==> src/rtl/qdr_pkg.sv <==
package qdr_pkg;
    localparam int LANE_W = 9;

    typedef enum logic {
        WR_IDLE  = 1'b0,
        WR_ARMED = 1'b1
    } wr_state_e;
endpackage

==> src/rtl/qdr_array.sv <==
module qdr_array #(
    parameter int DEPTH = 16,
    parameter int LANES = 4,
    parameter int W     = LANES * qdr_pkg::LANE_W,
    parameter int AW    = $clog2(DEPTH)
) (
    input  logic             clk,
    input  logic             we,
    input  logic [AW-1:0]    waddr,
    input  logic [W-1:0]     wd0,
    input  logic [LANES-1:0] wm0,
    input  logic [W-1:0]     wd1,
    input  logic [LANES-1:0] wm1,
    input  logic [AW-1:0]    raddr,
    output logic [2*W-1:0]   rline
);
    localparam int LW = qdr_pkg::LANE_W;

    logic [2*W-1:0] mem [DEPTH];
    logic [2*W-1:0] old_line;
    logic [2*W-1:0] new_line;

    always_comb begin
        old_line = mem[waddr];
        new_line = old_line;
        for (int l = 0; l < LANES; l++) begin
            if (wm0[l]) new_line[l*LW +: LW]     = wd0[l*LW +: LW];
            if (wm1[l]) new_line[W + l*LW +: LW] = wd1[l*LW +: LW];
        end
    end

    always_ff @(posedge clk) begin
        if (we) mem[waddr] <= new_line;
    end

    // same-pair write is visible to the read fetched in this cycle
    always_comb begin
        if (we && (waddr == raddr)) rline = new_line;
        else                        rline = mem[raddr];
    end
endmodule

==> src/rtl/qdr_burst_out.sv <==
module qdr_burst_out #(
    parameter int W   = 36,
    parameter int LAT = 2
) (
    input  logic           clk,
    input  logic           rst_n,
    input  logic           load,
    input  logic [2*W-1:0] line,
    output logic [W-1:0]   rdata,
    output logic           rvalid
);
    localparam int DLY = (LAT > 2) ? LAT - 2 : 0;

    logic           ld_eff;
    logic [2*W-1:0] line_eff;

    generate
        if (DLY == 0) begin : g_direct
            assign ld_eff   = load;
            assign line_eff = line;
        end else begin : g_delay
            logic [DLY-1:0] v_q;
            logic [2*W-1:0] l_q [DLY];
            always_ff @(posedge clk or negedge rst_n) begin
                if (!rst_n) begin
                    v_q <= '0;
                    for (int i = 0; i < DLY; i++) l_q[i] <= '0;
                end else begin
                    v_q[0] <= load;
                    l_q[0] <= line;
                    for (int i = 1; i < DLY; i++) begin
                        v_q[i] <= v_q[i-1];
                        l_q[i] <= l_q[i-1];
                    end
                end
            end
            assign ld_eff   = v_q[DLY-1];
            assign line_eff = l_q[DLY-1];
        end
    endgenerate

    typedef struct packed {
        logic         valid;
        logic [W-1:0] data;
        logic         pend;
        logic [W-1:0] hold;
    } ser_t;

    ser_t s_d, s_q;

    always_comb begin
        s_d = s_q;
        if (ld_eff) begin
            s_d.valid = 1'b1;
            s_d.data  = line_eff[W-1:0];
            s_d.hold  = line_eff[2*W-1:W];
            s_d.pend  = 1'b1;
        end else if (s_q.pend) begin
            s_d.valid = 1'b1;
            s_d.data  = s_q.hold;
            s_d.pend  = 1'b0;
        end else begin
            s_d.valid = 1'b0;
            s_d.data  = '0;
        end
    end

    always_ff @(posedge clk or negedge rst_n) begin
        if (!rst_n) s_q <= '0;
        else        s_q <= s_d;
    end

    assign rdata  = s_q.data;
    assign rvalid = s_q.valid;
endmodule

==> src/rtl/qdr_b2_sram.sv <==
module qdr_b2_sram #(
    parameter int DEPTH = 16,
    parameter int LANES = 4,
    parameter int LAT   = 2,
    localparam int W    = LANES * qdr_pkg::LANE_W,
    localparam int AW   = $clog2(DEPTH)
) (
    input  logic             clk,
    input  logic             rst_n,
    input  logic             k_pos,
    input  logic             rd_sel_n,
    input  logic             wr_sel_n,
    input  logic [AW-1:0]    addr,
    input  logic [W-1:0]     wdata,
    input  logic [LANES-1:0] byte_wr_n,
    output logic [W-1:0]     rdata,
    output logic             rvalid
);
    import qdr_pkg::*;

    typedef struct packed {
        wr_state_e        wr_st;
        logic [W-1:0]     wd0;
        logic [LANES-1:0] wm0;
        logic             rd_pend;
        logic [AW-1:0]    raddr;
    } ctl_t;

    ctl_t c_d, c_q;
    logic commit;

    always_comb begin
        c_d         = c_q;
        c_d.rd_pend = 1'b0;
        commit      = 1'b0;
        if (k_pos) begin
            c_d.rd_pend = !rd_sel_n;
            if (!rd_sel_n) c_d.raddr = addr;
            if (!wr_sel_n) begin
                c_d.wr_st = WR_ARMED;
                c_d.wd0   = wdata;
                c_d.wm0   = ~byte_wr_n;
            end else begin
                c_d.wr_st = WR_IDLE;
            end
        end else begin
            commit    = (c_q.wr_st == WR_ARMED);
            c_d.wr_st = WR_IDLE;
        end
    end

    always_ff @(posedge clk or negedge rst_n) begin
        if (!rst_n) c_q <= '0;
        else        c_q <= c_d;
    end

    logic [2*W-1:0] rline;

    qdr_array #(
        .DEPTH (DEPTH),
        .LANES (LANES),
        .W     (W),
        .AW    (AW)
    ) u_array (
        .clk   (clk),
        .we    (commit),
        .waddr (addr),
        .wd0   (c_q.wd0),
        .wm0   (c_q.wm0),
        .wd1   (wdata),
        .wm1   (~byte_wr_n),
        .raddr (c_q.raddr),
        .rline (rline)
    );

    qdr_burst_out #(
        .W   (W),
        .LAT (LAT)
    ) u_out (
        .clk    (clk),
        .rst_n  (rst_n),
        .load   (c_q.rd_pend),
        .line   (rline),
        .rdata  (rdata),
        .rvalid (rvalid)
    );
endmodule

==> config.mk <==
export PLATFORM = sky130hd
export DESIGN_NAME = qdr_b2_sram
export DESIGN_NICKNAME = d
export VERILOG_FILES = /design/src/rtl/qdr_pkg.sv /design/src/rtl/qdr_array.sv /design/src/rtl/qdr_burst_out.sv /design/src/rtl/qdr_b2_sram.sv
export SDC_FILE = /design/constraint.sdc
export NUM_CORES = 2
export LEC_CHECK = 0
export ABC_AREA = 1
export BUFFER_PORTS_ARGS = -buffer_cell sky130_fd_sc_hd__buf_2
export CORE_UTILIZATION = 35
export CTS_BUF_LIST = sky130_fd_sc_hd__clkbuf_2 sky130_fd_sc_hd__clkbuf_4 sky130_fd_sc_hd__clkbuf_8
export DETAILED_ROUTE_END_ITERATION = 8
export PLACE_DENSITY = 0.56
export SYNTH_ARGS = -nofsm -noshare
export SYNTH_HDL_FRONTEND = slang
export SYNTH_HIERARCHICAL = 1
export SYNTH_SLANG_ARGS = --single-unit
==> constraint.sdc <==
create_clock -name clk -period 4.3 [get_ports clk]
set_clock_uncertainty 0.2 [all_clocks]
set_input_delay 0 -clock clk [delete_from_list [all_inputs] [get_ports clk]]
set_output_delay 0 -clock clk [all_outputs]
set_load 0.01 [all_outputs]
# Yosys cells after proc, flatten, opt, wreduce, memory -nomap -nowiden

Memories as Yosys holds them, arrays and structs flattened.
Index checks and enable logic that the tools add are counted.

Bits in registers: 120
Bits in writable memories: 1152
Input bits: 49
Output and inout bits: 37
Word-level logic and storage cells: 36
Memories kept: 1

Memory list:

| name        | words | width | rd ports | clocked after memory_dff | write ports | line            | source |
|---|---|---|---|---|---|---|---|
| u_array.mem | 16    | 72    | 2        | 0                        | 1           | qdr_array.sv:19 | `logic [2*W-1:0] mem [DEPTH];` |

Equality and inequality tests: 1
Mux-type cells: 18
Bitwise logic cells: 3
Reductions and logical operators: 4

Operators by type and width:

| operator            | number |
|---|---|
| 72-bit 2-to-1 mux   | 1 |
| 9-bit 2-to-1 mux    | 8 |
| 38-bit 2-to-1 mux   | 1 |
| 37-bit 2-to-1 mux   | 1 |
| 1-bit 2-to-1 mux    | 5 |
| 5-bit 2-to-1 mux    | 1 |
| 4-bit equality test | 1 |
| 4-bit 2-to-1 mux    | 1 |
| 4-bit NOT           | 1 |
| 2-bit AND reduction | 2 |
| 1-bit NOT           | 2 |
| 1-bit logical AND   | 1 |
| 1-bit zero test     | 1 |

# Logic depth before layout (Yosys ltp)

Depth in word-level cells: 4
Depth in mapped cells: 15
Depth with buffers taken out: 13

# Modules after synthesis

Netlist, hierarchy kept.

Modules (own cells, without submodules):

| module        | instances | cells an instance | area an instance (um^2) | seq. area each (um^2) |
|---|---|---|---|---|
| qdr_array     | 1         | 7189              | 59632.2                 | 34593.2 |
| qdr_burst_out | 1         | 347               | 3158.0                  | 1851.8 |
| qdr_b2_sram   | 1         | 203               | 1824.2                  | 1151.1 |

# Least setup slack after synthesis

No wires, ideal clock.

Path type: input port to flip-flop
Start point: input addr[3]
End point: memory u_array/mem[11][0] (netlist name), enable pin
Library setup time: 0.503 ns
Arrival time: 3.826 ns
Data required time: 3.597 ns
Path slack: -0.229 ns
Stages: 5
Path buffers: 1
Cell sequence: inv_1 nor2_1 clkbuf_1 inv_1 nor2_1

RTL lines:

| what               | line              | source |
|---|---|---|
| start: declaration | qdr_b2_sram.sv:13 | `input logic [AW-1:0] addr,` |
| end: declaration   | qdr_array.sv:19   |  |

No word-level cell before the write port.

# Final worst setup path

Start point: input addr[1]
End point: register u_out/s_q[4] (netlist name)

Word-level cells in the longest chain between the ends: 3
Elaborated cells between the ends (all ways): 5
Those cells by class: 1 x eq/ne; 2 x mux; 1 x reduce/logical; 1 x memory

Ends and longest elaborated chain:

| what                                                                  | line                             | source |
|---|---|---|
| memory read 16 x 72 bit / 4-bit equality test (equally long branches) | -                                |  |
| 9-bit 2-to-1 mux / 1-bit logical AND (equally long branches)          | qdr_array.sv:28, qdr_array.sv:38 |  |
| 72-bit 2-to-1 mux (*)                                                 | qdr_array.sv:38                  | `if (we && (waddr == raddr)) rline = new_line;` |
| via rline[40]                                                         | qdr_b2_sram.sv:57                | `logic [2*W-1:0] rline;` |
| end signal: assignment                                                | qdr_burst_out.sv:69              | `if (!rst_n) s_q <= '0;` |
| end signal: assignment                                                | qdr_burst_out.sv:70              | `else s_q <= s_d;` |
| end: declaration                                                      | qdr_burst_out.sv:49              | `ser_t s_d, s_q;` |

The timed path passes the listed nets; every way through them passes the cells marked *.
A chain may end at the register's enable or synchronous reset.

==> impl_metrics.csv <==
group,metric,value,unit
power_and_ir_drop,power_density,419,nW/µm²
die,fp.dieW,432,µm
synth,synth.top_cell.area_share,53.5,%
cts,cts-resized-gates,0,
cts,cts_buffers,209,
place,io_buffers,85,
cts,clock_latency,970,ps
sta,finalSetupViolCount,0,
cts,root_buffer,"clkbuf_8",
global_route,grt_pass1_wl,352000,µm
sta,holdWs,50.9,ps
worst_setup_path,cp-end-kind,"flop",
worst_setup_path,cpPeakStageDelay,590,ps
cts,cts_hold_buf,136,
sta,tns,0,ps
synth,synth-edff-count,1152,
synth,yosys_register_bits,1272,
sta,period_share,85.8,%
drt,drt.antenna.violating_nets,0,
min_path,whs_endpoint,"c_q[7]$_DFFE_PN0P_",
worst_setup_path,crit_chain,"dlygate4sd3_1 -> buf_8 -> inv_6 -> nand2_4 -> buf_12 -> nor2_1 -> nor2_1 -> nand2_1 -> a21oi_1 -> dlygate4sd3_1 -> nand2_1 -> dlygate4sd3_1 -> nand3_1 -> dlygate4sd3_1 -> nand2_1 -> nand2_1 -> nand2_1",
synth,yosysMostFrequentCell,"nand2_1",
worst_setup_path,cpMostUsedCell,"nand2_1",
cts,post-cts-setup-buffers,0,
global_route,overflow,0,
sta,fmax,0.271,GHz
sta,hold_viol,0,
global_route,grtUsageTotal,25.4,%
min_path,hp-start,"byte_wr_n[2]",
die,row_count,157,
worst_setup_path,crit_path_top_delay_cell,"dlygate4sd3_1",
min_path,hold_path.class,"input port to flop",
global_route,grt_pass1_vias,52836,
die,start_util,35.3,%
cts,cts_tree,"yes",
sta,worst_slew_pin_slew,1340,ps
global_route,grt_max_degree,195,
synth,yosysTopAreaCell,"edfxtp_1",
drt,drt-initial-drc-count,6278,
drt,routed_wl,241000,µm
drt,viasPerCell,5.37,
die,die_h,432,µm
drt,drc,0,
worst_setup_path,critical_path.reg2reg.startpoint,"c_q[0]$_DFFE_PN0P_",
synth,netlist_area,64600,µm²
synth,syn-num-nets,7788,
drt,post_drt_wl_per_cell,23.1,µm
final_layout,area_growth_syn_to_layout,13.9,%
synth,synth_cells,7739,
synth,synth_area_leaders,"edfxtp_1 (54%), nand2_1 (16%), nor2_1 (7.7%), dfrtp_1 (4.6%), o21ai_0 (4.6%)",
worst_setup_path,r2r_slack,840,ps
synth,yosysUniqueCellTypes,24,
status,status,"finished, final reports clean",
cts,clk_pin_slew,60,ps
worst_setup_path,r2r-end,"u_out/rdata[3]$_DFF_PN0_",
worst_setup_path,r2r_cells,11,
worst_setup_path,cp.arrival,4350,ps
synth,seq_area_frac_synth,58.2,%
drt,vias,56056,
die,io_pins,86,
sta,finalWorstPathRequiredPeriod,3690,ps
synth,synth-main-ff-cell,"edfxtp_1",
worst_setup_path,startpoint,"addr[1]",
final_layout,drive_gt1_share,8.11,%
synth,async_flop_share,9.43,%
synth,ys_top_cells_by_count,"nand2_1 (2711), nor2_1 (1332), edfxtp_1 (1152), o21ai_0 (599), nand3_1 (579)",
sta,rsz0062_at_grt,"false",
worst_setup_path,crit_required,4960,ps
synth,yosysWarnings,6,
worst_setup_path,criticalPathCategory,"input port to flop",
power_and_ir_drop,power_leakage,30.5,nW
synth,syn_area_per_cell,8.35,µm²
die,dieArea,186000,µm²
power_and_ir_drop,vdd_drop_max,324,µV
min_path,hold_depth,5,
sta,slew_headroom,10.4,%
flow_run,drv_cap,0,
drt,firstDrtPassIters,8,
worst_setup_path,cp_max_fo,47,
final_layout,n_fill_cell,17913,
cts,clock_tree.buffer_depth,3,
place,dp_hpwl,123000,µm
place,place_congestion,0.831,
cts,htreeDepth,4,
power_and_ir_drop,total_power,0.0308,W
sta,final_max_slew_viol_count,0,
cts,cts_sinks,1272,
final_layout,nets,7849,
worst_setup_path,cp-start-kind,"input port",
global_route,antenna_found_initial,3,
die,design.core.area,183000,µm²
[stage by stage]
step                instances  setup WS [ps]  cell area (µm²)  utilization, %
finish                  10448            610            73600            40.1
global route            10447            460            73600            40.1
CTS                     10446            771            73600            40.1
detailed placement       9917            914            67700            36.9
global placement         9917            926            67700            36.9
floorplan                7739           -229            64600               -
[area by class of cell]
| cell class | count | area (µm²) | share of cell area, % |
|---|---|---|---|
| multi-input cells | 5596 | 23300 | 31.7 |
| repair buffers | 376 | 3680 | 5.00 |
| inverters | 345 | 1340 | 1.82 |
| clock inverters | 90 | 727 | 0.988 |
| clock buffers | 303 | 3790 | 5.15 |
| diodes | 2 | 5.00 | 0.00680 |
| flip-flops and latches | 1272 | 37600 | 51.1 |
| well taps | 2464 | 3080 | 4.19 |
[kinds of logic after synthesis]
logic type / Yosys count / share of synthesized area (%)
compound gates: 966 / 7.82
buf+inv: 871 / 5.94
flops: 1272 / 58.2
simple gates: 4630 / 28.1
[layout by cell type (no fill, tap or decap), drive strengths merged]
master          n
diode           2
o21ai         600
nor2         1336
a21boi          1
o211ai         85
or2             2
dfrtp         120
inv           341
bufinv         11
clkinvlp        5
nand3         579
clkinv         78
buf           241
edfxtp       1152
dlygate4sd3   135
nor3            1
clkbuf        303
nand2        2712
a21oi         280
[report_power, final]
group / switching [W] / internal, W / leakage [nW]
sequential: 0.000312 / 0.0141 / 11.9
combinational: 0.00362 / 0.00133 / 16.2
clock: 0.00516 / 0.00632 / 2.39
total: 0.00909 / 0.0217 / 30.5
[flip-flops by register name (all words and copies together), names as in the netlist]
signal	count
c_q	46
u_array/mem	1152
u_out/rdata	36
u_out/rvalid	1
u_out/s_q	37
[worst max-delay path: cells and delay by family]
kind            cells  cell delay (ps)
compound gates      1              150
simple gates        9              710
buf+inv             7             3330
[worst max path at each step]
stage | endpoint | slack [ps] | cells past startpoint
3_3_place_gp | u_out/rdata[4]$_DFF_PN0_ | 930 | 11
6_report | u_out/s_q[4]$_DFFE_PN0P_ | 610 | 17
5_1_grt | u_out/s_q[4]$_DFFE_PN0P_ | 460 | 18
4_1_cts | u_out/s_q[4]$_DFFE_PN0P_ | 770 | 18
2_1_floorplan | u_array/mem[11][0]$_DFFE_PP_ | -230 | 5
3_5_place_dp | u_out/rdata[3]$_DFF_PN0_ | 910 | 11
[per-layer routing]
layer	global-route usage [%]	wire length, µm	up-vias
met3	4.39	23200	646
met5	0	0	-
met2	41.4	111000	3062
met1	33.2	96600	26827
li1	-	-	25521
met4	10.9	10100	0
Power figures use the tool's default switching activity.
